### src/rtl/dfd_pkg.sv
package dfd_pkg;
   localparam int DFD_MOD_W_DEF   = 16;
   localparam int DFD_MOD_MIN_DEF = 272;
   localparam int DFD_NUM_CH      = 2;

   typedef enum logic {
      DFD_CH_A = 1'b0,
      DFD_CH_B = 1'b1
   } dfd_ch_e;
endpackage

### src/rtl/dfd_modreg.sv
module dfd_modreg #(
   parameter int MOD_W   = 16,
   parameter int MOD_MIN = 272
) (
   input  logic             clk,
   input  logic             rst_n,
   input  logic             wr,
   input  logic [MOD_W-1:0] din,
   output logic [MOD_W-1:0] pend,
   output logic             err
);
   localparam logic [MOD_W-1:0] MIN_V = MOD_W'(MOD_MIN);

   logic below;
   assign below = (din < MIN_V);

   always_ff @(posedge clk or negedge rst_n) begin
      if (!rst_n) begin
         pend <= MIN_V;
         err  <= 1'b0;
      end else begin
         err <= 1'b0;
         if (wr) begin
            err  <= below;
            pend <= below ? MIN_V : din;
         end
      end
   end
endmodule

### src/rtl/dfd_counter.sv
module dfd_counter #(
   parameter int MOD_W   = 16,
   parameter int MOD_MIN = 272
) (
   input  logic             clk,
   input  logic             rst_n,
   input  logic             run,
   input  logic             tick,
   input  logic [MOD_W-1:0] pend,
   output logic             pulse
);
   localparam logic [MOD_W-1:0] MIN_V = MOD_W'(MOD_MIN);
   localparam logic [MOD_W-1:0] ONE_V = MOD_W'(1);

   logic [MOD_W-1:0] cnt;
   logic             last;

   assign last = (cnt <= ONE_V);

   always_ff @(posedge clk or negedge rst_n) begin
      if (!rst_n) begin
         cnt   <= MIN_V;
         pulse <= 1'b0;
      end else if (!run) begin
         cnt   <= pend;
         pulse <= 1'b0;
      end else if (tick) begin
         if (last) begin
            cnt   <= pend;
            pulse <= 1'b1;
         end else begin
            cnt   <= cnt - ONE_V;
            pulse <= 1'b0;
         end
      end
   end
endmodule

### src/rtl/dual_fb_divider.sv
module dual_fb_divider
   import dfd_pkg::*;
#(
   parameter int MOD_W    = DFD_MOD_W_DEF,
   parameter int MOD_MIN  = DFD_MOD_MIN_DEF,
   parameter bit SB_RESET = 1'b1
) (
   input  logic             clk,
   input  logic             rst_n,
   input  logic             tick_a,
   input  logic             tick_b,
   input  logic             wr_a,
   input  logic [MOD_W-1:0] mod_a,
   input  logic             wr_b,
   input  logic [MOD_W-1:0] mod_b,
   input  logic             sb_wr,
   input  logic             sb_val,
   output logic             pulse_a,
   output logic             pulse_b,
   output logic             err_a,
   output logic             err_b
);
   localparam int NCH = DFD_NUM_CH;

   if (MOD_W < 2) begin : g_bad_width
      $error("dual_fb_divider: MOD_W must be at least 2");
   end
   if (MOD_MIN < 2 || MOD_MIN >= (1 << MOD_W)) begin : g_bad_min
      $error("dual_fb_divider: MOD_MIN must lie in [2, 2**MOD_W)");
   end

   logic             standby_q;
   logic             tick_v  [NCH];
   logic             wr_v    [NCH];
   logic [MOD_W-1:0] din_v   [NCH];
   logic [MOD_W-1:0] pend_v  [NCH];
   logic             err_v   [NCH];
   logic             pulse_v [NCH];
   logic             run_v   [NCH];

   always_ff @(posedge clk or negedge rst_n) begin
      if (!rst_n)     standby_q <= SB_RESET;
      else if (sb_wr) standby_q <= sb_val;
   end

   assign tick_v[DFD_CH_A] = tick_a;
   assign tick_v[DFD_CH_B] = tick_b;
   assign wr_v[DFD_CH_A]   = wr_a;
   assign wr_v[DFD_CH_B]   = wr_b;
   assign din_v[DFD_CH_A]  = mod_a;
   assign din_v[DFD_CH_B]  = mod_b;

   for (genvar ch = 0; ch < NCH; ch++) begin : g_ch
      if (ch == int'(DFD_CH_B)) begin : g_gated
         assign run_v[ch] = !standby_q;
      end else begin : g_free
         assign run_v[ch] = 1'b1;
      end

      dfd_modreg #(.MOD_W(MOD_W), .MOD_MIN(MOD_MIN)) u_mod (
         .clk  (clk),
         .rst_n(rst_n),
         .wr   (wr_v[ch]),
         .din  (din_v[ch]),
         .pend (pend_v[ch]),
         .err  (err_v[ch])
      );

      dfd_counter #(.MOD_W(MOD_W), .MOD_MIN(MOD_MIN)) u_cnt (
         .clk  (clk),
         .rst_n(rst_n),
         .run  (run_v[ch]),
         .tick (tick_v[ch]),
         .pend (pend_v[ch]),
         .pulse(pulse_v[ch])
      );
   end

   assign pulse_a = pulse_v[DFD_CH_A];
   assign pulse_b = pulse_v[DFD_CH_B];
   assign err_a   = err_v[DFD_CH_A];
   assign err_b   = err_v[DFD_CH_B];
endmodule

### config.mk
export PLATFORM = sky130hd
export DESIGN_NAME = dual_fb_divider
export DESIGN_NICKNAME = d
export VERILOG_FILES = /design/src/rtl/dfd_pkg.sv /design/src/rtl/dfd_modreg.sv /design/src/rtl/dfd_counter.sv /design/src/rtl/dual_fb_divider.sv
export SDC_FILE = /design/constraint.sdc
export NUM_CORES = 1
export LEC_CHECK = 0
export ABC_AREA = 1
export BUFFER_PORTS_ARGS = -buffer_cell sky130_fd_sc_hd__buf_2
export CAP_MARGIN = 40
export CELL_PAD_IN_SITES_DETAIL_PLACEMENT = 0
export CELL_PAD_IN_SITES_GLOBAL_PLACEMENT = 1
export CORE_ASPECT_RATIO = 0.7
export CORE_UTILIZATION = 39
export DETAILED_ROUTE_END_ITERATION = 8
export GPL_ROUTABILITY_DRIVEN = 0
export GPL_TIMING_DRIVEN = 1
export PLACE_DENSITY_LB_ADDON = 0.1
export SLEW_MARGIN = 10
export SYNTH_ARGS = -nofsm -noshare
export SYNTH_HDL_FRONTEND = slang
export SYNTH_HIERARCHICAL = 1
export SYNTH_SLANG_ARGS = --single-unit
### constraint.sdc
create_clock -name clk -period 1.71 [get_ports clk]
set_input_delay 0.2565 -clock clk [delete_from_list [all_inputs] [get_ports clk]]
set_output_delay 0.2565 -clock clk [all_outputs]
set_load 0.02 [all_outputs]
==> results of run 1 <==
[registers in the layout, indices dropped and copies added (netlist names)]
register          flops
g_ch.u_mod/err        2
g_ch.u_cnt/pulse      2
standby_q             1
g_ch.u_mod/pend      32
g_ch.u_cnt/cnt       32
[timing repair]
item	CTS	global route
hold buffers	1	0
pin swaps	0	7
endpoints found under the setup margin	21	32
hold endpoints to repair	60	0
gates resized for setup	4	28
cloned	0	4
setup buffers	0	5
[report_power, final]
part           switching [W]  total (W)  internal (W)
Sequential          0.000253    0.00214       0.00189
Combinational       0.000765    0.00126      0.000497
Clock               0.000726    0.00190       0.00117
[worst paths after layout]
check / to / slack [ns] / depth (start not counted)
worst max-delay path: g_ch[0].u_cnt/cnt[10]$_DFFE_PN0P_ / 0.11 / 12
worst min-delay path: g_ch[0].u_cnt/pulse$_DFFE_PN0P_ / 0.12 / 2
worst max register to register: g_ch[0].u_cnt/cnt[10]$_DFFE_PN0P_ / 0.11 / 12
worst min register to register: standby_q$_DFFE_PN1P_ / 0.47 / 2
max in group asynchronous: standby_q$_DFFE_PN1P_ / 0.89 / 3
min in group asynchronous: g_ch[0].u_cnt/cnt[2]$_DFFE_PN0P_ / 0.46 / 3
[stage by stage]
| step | total power, W | setup TNS, ns | worst slack (ns) | cell area (µm²) |
|---|---|---|---|---|
| after floorplan | 0.00293 | 0 | 0.0737 | 4260 |
| after global placement | 0.00330 | -0.225 | -0.0502 | 4610 |
| after detailed placement | 0.00331 | -1.08 | -0.137 | 4610 |
| after CTS | 0.00526 | 0 | 0.0173 | 4930 |
| after global routing | 0.00566 | -0.216 | -0.0408 | 5080 |
| final | 0.00530 | 0 | 0.107 | 5080 |
[routing by layer]
layer / part of all wire / vias up / global-route usage
li1: - / 2019 / -
met1: 0.59 / 1702 / 0.346
met2: 0.34 / 103 / 0.253
met3: 0.064 / 10 / 0.0509
met4: 0.011 / 0 / 0.0649
met5: 0 / - / 0
[cell families after synthesis]
kind of cell	count (synthesis)	synth area share
other	1	0.000880
adder cells (fa/ha/maj)	4	0.0117
multiplexers	2	0.00470
buffers and inverters	94	0.107
flip-flops	69	0.408
XOR/XNOR	8	0.0164
AND/OR/NAND/NOR	411	0.414
AO/OA/AOI/OAI	30	0.0370
[layout make-up]
class | count | area [µm²] | share of cell area
clock inverters | 5 | 60.1 | 0.0118
inverters | 78 | 313 | 0.0615
repair buffers | 64 | 395 | 0.0778
repair inverters | 1 | 8.76 | 0.00172
clock buffers | 11 | 243 | 0.0477
well taps | 132 | 165 | 0.0325
flip-flops and latches | 69 | 1740 | 0.342
multi-input cells | 459 | 2160 | 0.425
[cells in the mapped netlist]
cell      count
a21oi_1      14
a21oi_2       2
buf_12        2
buf_4         4
buf_6         6
clkbuf_1      2
clkbuf_4      2
conb_1        1
dfrtp_1      60
dfstp_2       9
ha_1          4
inv_1        74
inv_2         2
inv_4         2
mux2i_1       2
nand2_1     259
nand2_2      10
nand2_4       2
nand2_8       2
nand3_1      52
nand3b_1      4
nand4_1       6
nor2_1       62
nor2_2        8
nor2_4        4
o21ai_0      14
or2_0         2
xnor2_1       4
xor2_1        4
[critical path: cells and delay by family (launching register included)]
kind,cells,cell delay (ns)
buffers and inverters,3,0.20
AND/OR/NAND/NOR,8,0.72
flip-flops,1,0.44
adder cells (fa/ha/maj),1,0.15
==> summary.md, run 1 <==
| Metric | Value |
|---|---|
| Worst hold slack | 0.123 ns |
| Setup Skew | 0.00459 ns |
| Critical Path Start | g_ch[0].u_cnt/cnt[0]$_DFFE_PN0P_ |
| Core Rows | 31 |
| Starting density of the core | 0.407 |
| Slew Limit Fails | 0 |
| Min Tclk post-route | 1.60 ns |
| Fill count | 1,078 |
| CP max FO | 6 |
| Core area | 10,500 µm² |
| Worst Setup Start Kind | register |
| Root Buffer | clkbuf_16 |
| Clk sinks | 69 |
| Layout area overhead | 19.3% |
| Wire per inst | 13.5 µm |
| Hold crit path type | primary input to register |
| H-tree Lvls | 3 |
| Most frequent cells in the layout | nand2_1, inv_1, nor2_1, dfrtp_1, nand3_1 |
| Req. time, crit path | 1.99 ns |
| Finish-stage setup viols | 0 |
| TritonCTS Buffers | 9 |
| Syn Nets | 663 |
| Die H | 89.5 µm |
| Seq/Total Area, Yosys | 0.408 |
| # diodes | 0 |
| Worst skew pair latency | 0.34 ns |
| Reg clk slew, reported paths | 0.06 ns |
| RR Startpoint | g_ch[0].u_cnt/cnt[0]$_DFFE_PN0P_ |
| Ports | 44 |
| DRT Wirelength | 11,000 µm |
| Initial antenna violation count | 0 |
| Yosys cell types | 29 |
| Post-route insts no fill | 819 |
| Crit-path cells | inv_2 -> ha_4 -> inv_2 -> nand2_2 -> nand2_1 -> nor2_2 -> nand2_4 -> nand2_8 -> clkinv_8 -> nand3_1 -> nand2_1 -> nand2_1 |
| First-pass GRT wire length | 18,000 µm |
| Yosys warnings | 6 |
| Final #Nets | 726 |
| CP dominant cell by count | nand2_1 |
| Drt first pass iters | 5 |
| Starting DRT DRC Count | 239 |
| Fmax | 0.624 GHz |
| Static Leakage | 2.75 nW |
| Die footprint | 11,400 µm² |
| Critical Path AT | 1.88 ns |
| CP peak stage delay | 0.44 ns |
| Worst Setup End Kind | register |
| Pwr Density | 1040 nW/µm² |
| Max-cap viol count | 0 |
| DRC | 0 |
| Count of final hold-check violations | 0 |
| Area contributors post-synth | dfrtp_1, nand2_1, inv_1 |
| Final ANT Viol Nets | 0 |
| Tcrit/Tclk final | 0.937 |
| Largest net degree at the start of global routing | 70 |
| GRT Overall Usage | 0.211 |
| Outcome | complete, no violations |
| Setup CP Type | register to register |
| Gate Count Post-Synth | 619 |
| Worst VDD drop | 0.563 mV |
| Slowest CP cell | dfrtp_2 |
| Relative max-transition margin | 0.664 |
| CTS max path bufs | 2 |
| Commonest non-fill, non-tap cell in the layout | nand2_1 |
| Grt total ovfl | 0 |
| DP Cell Count | 793 |
| Hpwl dp | 7840 µm |
| Post-synth top area cell | dfrtp_1 |
| Cell Area, Synth | 4260 µm² |
| Final core utilization | 0.486 |
| Layout cell share with drive strength beyond 1 | 0.205 |
| Actual slew at the worst max-slew pin | 0.504 ns |
| Vias in the first global route | 3,467 |
| Synth top area share | 0.352 |
| Via density | 4.68 |
| DR vias | 3,834 |
| Chip Width | 127 µm |
| CTS tree | built |
| HP Start | tick_a |
| Port Buffers | 43 |
| Synthesized area per cell | 6.89 µm² |
| Yosys reg bits | 69 |
Note: power is estimated with default switching activity, not from simulation.
==> inputs of run 2 (changes only) <==
BUFFER_PORTS_ARGS = -buffer_cell sky130_fd_sc_hd__buf_4   (was -buffer_cell sky130_fd_sc_hd__buf_2)
SETUP_SLACK_MARGIN = 0.15   (was unset)
==> run 2 against run 1 <==
Effect of this change:
- clock skew grew 0.0024 ns
- setup slack better by 0.020 ns
- worst hold slack worse by 0.017 ns
- critical path depth decreased by 1
- non-clock buffer count is 7 higher
- flip-flop and latch count stayed put
- die area stayed put
- cell count increased by 0.85%
- count of clock-buffer cells in the layout did not move
- clock power rose by 8%
==> summary.md, run 2 (synthesis results as in run 1) <==
| Metric | Value |
|---|---|
| Reg2Reg Depth | 11 (was 12) |
| Largest net degree at the start of global routing | 70 (unchanged) |
| Power Total | 0.00561 W (was 0.00530 W) |
| Final core utilization | 0.514 (was 0.486) |
| Min Tclk post-route | 1.58 ns (was 1.60 ns) |
| Worst R2R Setup Slack | 0.13 ns (was 0.11 ns) |
| Wire per inst | 13.6 µm (was 13.5 µm) |
| Layout cell share with drive strength beyond 1 | 0.231 (was 0.205) |
| Setup CP Type | register to register (unchanged) |
| Finish-stage setup viols | 0 (unchanged) |
| CP max FO | 7 (was 6) |
| Tcrit/Tclk final | 0.926 (was 0.937) |
| Final #Nets | 733 (was 726) |
| Final ANT Viol Nets | 0 (unchanged) |
| Req. time, crit path | 1.98 ns (was 1.99 ns) |
| Worst hold slack | 0.105 ns (was 0.123 ns) |
| Setup TNS | 0 ns (unchanged) |
| Worst VDD drop | 0.554 mV (was 0.563 mV) |
| Layout area overhead | 26.4% (was 19.3%) |
| Pwr Density | 1040 nW/µm² (about the same) |
| Worst Setup End Kind | register (unchanged) |
| Met3 GRT Util | 0.0461 (was 0.0509) |
| Die footprint | 11,400 µm² (unchanged) |
| Slew Limit Fails | 0 (unchanged) |
| Via density | 4.75 (was 4.68) |
| RSZ-0062 raised after global routing | yes |
| Die H | 89.5 µm (unchanged) |
| Root Buffer | clkbuf_16 (unchanged) |
| Hold depth | 2 (unchanged) |
| Hold crit path type | primary input to register (unchanged) |
| Max-cap viol count | 0 (unchanged) |
| Setup Skew | 0.00695 ns (was 0.00459 ns) |
| Hpwl dp | 7790 µm (was 7840 µm) |
| Clk sinks | 69 (unchanged) |
| Starting DRT DRC Count | 241 (was 239) |
| Core area | 10,500 µm² (unchanged) |
| Vias in the first global route | 3,500 (was 3,467) |
| Grt total ovfl | 0 (unchanged) |
| R2r endpoint | g_ch[1].u_cnt/cnt[2]$_DFFE_PN0P_ (was g_ch[0].u_cnt/cnt[10]$_DFFE_PN0P_) |
| Grt peak-use layer | met1 (unchanged) |
| Worst Setup Start Kind | register (unchanged) |
| DR vias | 3,922 (was 3,834) |
| Core Rows | 31 (unchanged) |
| Commonest non-fill, non-tap cell in the layout | nand2_1 (unchanged) |
| Static Leakage | 2.85 nW (was 2.75 nW) |
| Starting density of the core | 0.407 (unchanged) |
| Initial antenna violation count | 0 (unchanged) |
| Outcome | complete, no violations (unchanged) |
| Drt first pass iters | 5 (unchanged) |
| Ports | 44 (unchanged) |
| CTS max path bufs | 2 (unchanged) |
| Fmax | 0.632 GHz (was 0.624 GHz) |
| Reg clk slew, reported paths | 0.06 ns (about the same) |
| Chip Width | 127 µm (unchanged) |
| Critical Path AT | 1.86 ns (was 1.88 ns) |
| DRT Wirelength | 11,200 µm (was 11,000 µm) |
| GR Util met2 | 0.255 (was 0.253) |
| Top flop regs | g_ch.u_cnt/cnt: 32 flops, g_ch.u_mod/pend: 32 flops (unchanged) |
| TritonCTS Buffers | 9 (unchanged) |
| GRT met1 Usage | 0.343 (was 0.346) |
| Most frequent cells in the layout | nand2_1, inv_1, buf_4, nor2_1, dfrtp_1 (was nand2_1, inv_1, nor2_1, dfrtp_1, nand3_1) |
| Worst hold endpoint | g_ch[0].u_cnt/pulse$_DFFE_PN0P_ (unchanged) |
| RR Startpoint | g_ch[1].u_cnt/cnt[0]$_DFFE_PN0P_ (was g_ch[0].u_cnt/cnt[0]$_DFFE_PN0P_) |
| Count of final hold-check violations | 0 (unchanged) |
| HP Start | tick_a (unchanged) |
| DRC | 0 (unchanged) |
| GRT Overall Usage | 0.208 (was 0.211) |
| Worst skew pair latency | 0.34 ns (about the same) |
| Port Buffers | 43 (unchanged) |
| # diodes | 0 (unchanged) |
| H-tree Lvls | 3 (unchanged) |
| First-pass GRT wire length | 17,900 µm (was 18,000 µm) |
| CTS tree | built (unchanged) |
[run 2: cell types whose count changed in the layout (fill, tap and decap cells not counted), moves of 3 or more]
cell / delta
buf_4: +48
buf_2: -43
nand3_1: -7
nand3_2: +7
nor2_2: -4
nor2_4: +4
inv_1: -3
nand2_8: +3
[run 2: worst max-delay path: stages, from the launching register on]
cell	delay, ns
dfrtp_1	0.43
inv_2	0.10
ha_4	0.16
inv_2	0.04
nand2_2	0.06
nand2_2	0.06
nor2_4	0.16
nand2_8	0.12
buf_8	0.16
nand3_2	0.06
nand3_2	0.08
nand2_1	0.08
[run 2: worst max path at each step]
| stage | from | to | slack (ns) | cells after the start |
|---|---|---|---|---|
| 2_1_floorplan | g_ch[1].u_cnt/cnt[0]$_DFFE_PN0P_ | g_ch[1].u_cnt/cnt[3]$_DFFE_PN0P_ | 0.19 | 12 |
| 3_3_place_gp | g_ch[0].u_cnt/cnt[0]$_DFFE_PN0P_ | g_ch[0].u_cnt/cnt[11]$_DFFE_PN0P_ | 0.06 | 12 |
| 3_5_place_dp | g_ch[0].u_cnt/cnt[0]$_DFFE_PN0P_ | g_ch[0].u_cnt/cnt[11]$_DFFE_PN0P_ | 0.008 | 12 |
| 4_1_cts | g_ch[0].u_cnt/cnt[0]$_DFFE_PN0P_ | g_ch[0].u_cnt/cnt[0]$_DFFE_PN0P_ | 0.12 | 11 |
| 5_1_grt | g_ch[1].u_cnt/cnt[0]$_DFFE_PN0P_ | g_ch[1].u_cnt/cnt[14]$_DFFE_PN0P_ | 0.05 | 12 |
| 6_report | g_ch[1].u_cnt/cnt[0]$_DFFE_PN0P_ | g_ch[1].u_cnt/cnt[2]$_DFFE_PN0P_ | 0.13 | 11 |
[run 2: final cells by class]
cell class / count / area (µm²)
Inverter: 78 / 315
Timing Repair Buffer: 71 / 567
Multi-Input combinational cell: 460 / 2270
Tap cell: 132 / 165
Sequential cell: 69 / 1740
Clock buffer: 11 / 243
Fill cell: 1071 / 5090
Clock inverter: 5 / 85.1
[run 2: repair_timing]
item / in CTS / in global routing
gates resized for setup: 6 / 44
hold buffers: 1 / 0
setup endpoints to repair: 30 / 32
pin swaps: 0 / 23
endpoints found under the hold margin: 60 / 0
cloned: 0 / 4
buffers inserted: 4 / 12
[run 2: per-stage QoR]
stage / setup slack (ns) / instances / cell area [µm²]
2_1_floorplan: 0.190 / 619 / 4290
3_3_place_gp: 0.0638 / 789 / 4710
3_5_place_dp: 0.00788 / 789 / 4710
4_1_cts: 0.124 / 810 / 5090
5_1_grt: 0.0510 / 826 / 5390
6_report: 0.127 / 826 / 5390
[run 2: report_power, final]
part           leakage (nW)  internal, W  switching [W]
combinational          1.87     0.000584       0.000827
clock                 0.156      0.00132       0.000738
sequential            0.824      0.00189       0.000254
total                  2.85      0.00379        0.00182
[run 2: metal layers]
metal  share of wire  vias to the layer above
li1                -                     2042
met1            0.56                     1740
met2            0.36                      129
met3           0.068                       11
met4          0.0095                        0
met5               0                        -
==> inputs of run 3 (changes only) <==
clock period = 1.3 ns   (was 1.71 ns; I/O delays follow)
==> run 3 against run 2 <==
Effect of this change:
- the run now ends with setup timing left
- maximum frequency grew 2.5%
- core utilization grew 4.7 points
- sequential share of layout area shrank 2.7 points
- first-iteration DRC count shrank 8.7%
- routed wire length grew 5.1%
- critical path type unchanged
- final area grew 9.1%
- die area is the same
- non-clock buffer count grew 65
- flip-flop and latch count is the same
- critical path depth grew 1
==> summary.md, run 3 (synthesis results as in run 1) <==
| Metric | Value |
|---|---|
| Reg clk slew, reported paths | 0.06 ns (about the same) |
| Post-DP Area | 5250 µm² (was 4710 µm²) |
| Critical Path AT | 1.77 ns (was 1.86 ns) |
| Drt first pass iters | 4 (was 5) |
| DRT Wirelength | 11,800 µm (was 11,200 µm) |
| Fin area | 5880 µm² (was 5390 µm²) |
| Layout area overhead | 37.8% (was 26.4%) |
| Port Buffers | 43 (unchanged) |
| Root Buffer | clkbuf_16 (unchanged) |
| Hpwl dp | 8660 µm (was 7790 µm) |
| Final core utilization | 0.561 (was 0.514) |
| Sequential share of power | 0.356 (was 0.381) |
| Final ANT Viol Nets | 0 (unchanged) |
| Ports | 44 (unchanged) |
| Most frequent cells in the layout | nand2_1, buf_4, inv_1, nor2_1, dfrtp_1 (was nand2_1, inv_1, buf_4, nor2_1, dfrtp_1) |
| Met3 GRT Util | 0.0527 (was 0.0461) |
| Pwr Density | 1300 nW/µm² (was 1040 nW/µm²) |
| Worst Setup End Kind | register (unchanged) |
| Tcrit/Tclk final | 1.19 (was 0.926) |
| TritonCTS Buffers | 9 (unchanged) |
| Sw Share | 0.322 (was 0.324) |
| Hold depth | 2 (unchanged) |
| Starting DRT DRC Count | 220 (was 241) |
| Post-route insts no fill | 890 (was 826) |
| HP Start | tick_b (was tick_a) |
| Finish-stage setup viols | 34 (was 0) |
| R2r endpoint | g_ch[1].u_cnt/cnt[5]$_DFFE_PN0P_ (was g_ch[1].u_cnt/cnt[2]$_DFFE_PN0P_) |
| Largest net degree at the start of global routing | 36 (was 70) |
| Setup CP Type | register to register (unchanged) |
| Grt peak-use layer | met1 (unchanged) |
| Fmax | 0.648 GHz (was 0.632 GHz) |
| DR vias | 4,194 (was 3,922) |
| DRC | 0 (unchanged) |
| DP Cell Count | 856 (was 789) |
| Static Leakage | 3.17 nW (was 2.85 nW) |
| Worst skew pair latency | 0.34 ns (about the same) |
| Core Rows | 31 (unchanged) |
| Final #Nets | 797 (was 733) |
| Worst hold endpoint | g_ch[1].u_cnt/pulse$_DFFE_PN0P_ (was g_ch[0].u_cnt/pulse$_DFFE_PN0P_) |
| Count of final hold-check violations | 0 (unchanged) |
| Starting density of the core | 0.407 (unchanged) |
| Die footprint | 11,400 µm² (unchanged) |
| Worst hold slack | 0.0420 ns (was 0.105 ns) |
| Outcome | finished, violations left (was complete, no violations) |
| Comb pwr share | 0.327 (was 0.252) |
| Clock power share | 0.317 (was 0.367) |
| Hold crit path type | primary input to register (unchanged) |
| Worst Setup Start Kind | register (unchanged) |
| Vias in the first global route | 3,882 (was 3,500) |
| Chip Width | 127 µm (unchanged) |
| Via density | 4.71 (was 4.75) |
| GRT met1 Usage | 0.354 (was 0.343) |
| GR Util met2 | 0.297 (was 0.255) |
| Slew Limit Fails | 0 (unchanged) |
| CTS tree | built (unchanged) |
| Min setup slack post-route | -0.244 ns (was 0.127 ns) |
| Reg2Reg Depth | 12 (was 11) |
| RSZ-0062 raised after global routing | yes (unchanged) |
| Min Tclk post-route | 1.54 ns (was 1.58 ns) |
| CP max FO | 7 (unchanged) |
| H-tree Lvls | 3 (unchanged) |
| Fill count | 1,013 (was 1,071) |
| Grt total ovfl | 0 (unchanged) |
| Req. time, crit path | 1.53 ns (was 1.98 ns) |
| Layout cell share with drive strength beyond 1 | 0.315 (was 0.231) |
| Top flop regs | g_ch.u_cnt/cnt: 32 flops, g_ch.u_mod/pend: 32 flops (unchanged) |
| RR Startpoint | g_ch[1].u_cnt/cnt[1]$_DFFE_PN0P_ (was g_ch[1].u_cnt/cnt[0]$_DFFE_PN0P_) |
| Failing checks | setup timing |
| Sw Pwr | 0.00247 W (was 0.00182 W) |
| First-pass GRT wire length | 19,300 µm (was 17,900 µm) |
| Internal power | 0.00520 W (was 0.00379 W) |
| # diodes | 0 (unchanged) |
| Setup Skew | 0.00535 ns (was 0.00695 ns) |
| Power Total | 0.00766 W (was 0.00561 W) |
| Worst VDD drop | 0.748 mV (was 0.554 mV) |
| Commonest non-fill, non-tap cell in the layout | nand2_1 (unchanged) |
| Initial antenna violation count | 0 (unchanged) |
| Core area | 10,500 µm² (unchanged) |
| CTS max path bufs | 2 (unchanged) |
| GRT Overall Usage | 0.224 (was 0.208) |
| Wire per inst | 13.2 µm (was 13.6 µm) |
| Clk sinks | 69 (unchanged) |
| Max-cap viol count | 0 (unchanged) |
| Die H | 89.5 µm (unchanged) |
| Worst R2R Setup Slack | -0.24 ns (was 0.13 ns) |
-- run 3: cell count changes in the layout (fill, tap and decap cells not counted), moves of 5 or more --
cell / delta
nand2_1: -6
nor2_2: +6
nand3_2: +5
buf_4: +62
nand3_1: -5
nand2_2: +5
-- run 3: power groups by stage --
stage / combinational, W / clock [W] / sequential [W]
after floorplan: 0.00118 / 0 / 0.00274
after global placement: 0.00222 / 0 / 0.00274
after detailed placement: 0.00224 / 0 / 0.00275
after CTS: 0.00241 / 0.00250 / 0.00272
after global routing: 0.00279 / 0.00259 / 0.00277
final: 0.00250 / 0.00243 / 0.00273
-- run 3: worst max path at each step --
stage | cells after the start | startpoint | slack, ns | to
after floorplan | 12 | g_ch[1].u_cnt/cnt[0]$_DFFE_PN0P_ | -0.21 | g_ch[1].u_cnt/cnt[3]$_DFFE_PN0P_
after global placement | 12 | g_ch[0].u_cnt/cnt[1]$_DFFE_PN0P_ | -0.23 | g_ch[0].u_cnt/cnt[6]$_DFFE_PN0P_
after detailed placement | 11 | g_ch[1].u_cnt/cnt[1]$_DFFE_PN0P_ | -0.30 | g_ch[1].u_cnt/cnt[0]$_DFFE_PN0P_
after CTS | 12 | g_ch[0].u_cnt/cnt[0]$_DFFE_PN0P_ | -0.23 | g_ch[0].u_cnt/cnt[3]$_DFFE_PN0P_
after global routing | 12 | g_ch[1].u_cnt/cnt[1]$_DFFE_PN0P_ | -0.35 | g_ch[1].u_cnt/cnt[5]$_DFFE_PN0P_
final | 12 | g_ch[1].u_cnt/cnt[1]$_DFFE_PN0P_ | -0.24 | g_ch[1].u_cnt/cnt[5]$_DFFE_PN0P_
-- run 3: worst max-delay path: stages, from the launching register on --
cell and delay (ns):
dfrtp_1 0.39, inv_2 0.09, ha_1 0.15, inv_1 0.04, nand2_1 0.05, nand2_1 0.05, nor2_2 0.13, nand2_4 0.11
nand2_8 0.13, buf_12 0.13, nand2_2 0.05, nand3_2 0.06, nand2_1 0.04
-- run 3: area by class of cell --
type / instances / area, µm² / area share
well taps: 132 / 165 / 0.0281
multi-input cells: 459 / 2290 / 0.390
flip-flops and latches: 69 / 1740 / 0.296
clock inverters: 5 / 61.3 / 0.0104
clock buffers: 11 / 233 / 0.0396
repair buffers: 136 / 1080 / 0.184
inverters: 78 / 308 / 0.0524
-- run 3: repair_timing --
item | CTS | global route
pin swaps | 16 | 10
hold buffers | 1 | 0
endpoints found under the hold margin | 16 | 0
buffers inserted | 12 | 2
setup endpoints to repair | 34 | 34
cloned | 3 | 0
gates resized for setup | 29 | 18
-- run 3: per-layer routing --
layer,share of wire,up-vias,wire (µm)
met5,0,-,0
met2,0.37,135,4310
met1,0.56,1885,6530
met3,0.068,12,802
met4,0.011,0,125
li1,-,2162,-
-- run 3: per-stage QoR --
| step | setup slack, ns | setup TNS (ns) |
|---|---|---|
| 6_report | -0.244 | -6.69 |
| 5_1_grt | -0.354 | -10.08 |
| 4_1_cts | -0.227 | -6.33 |
| 3_5_place_dp | -0.297 | -7.06 |
| 3_3_place_gp | -0.229 | -5.72 |
| 2_1_floorplan | -0.213 | -5.47 |
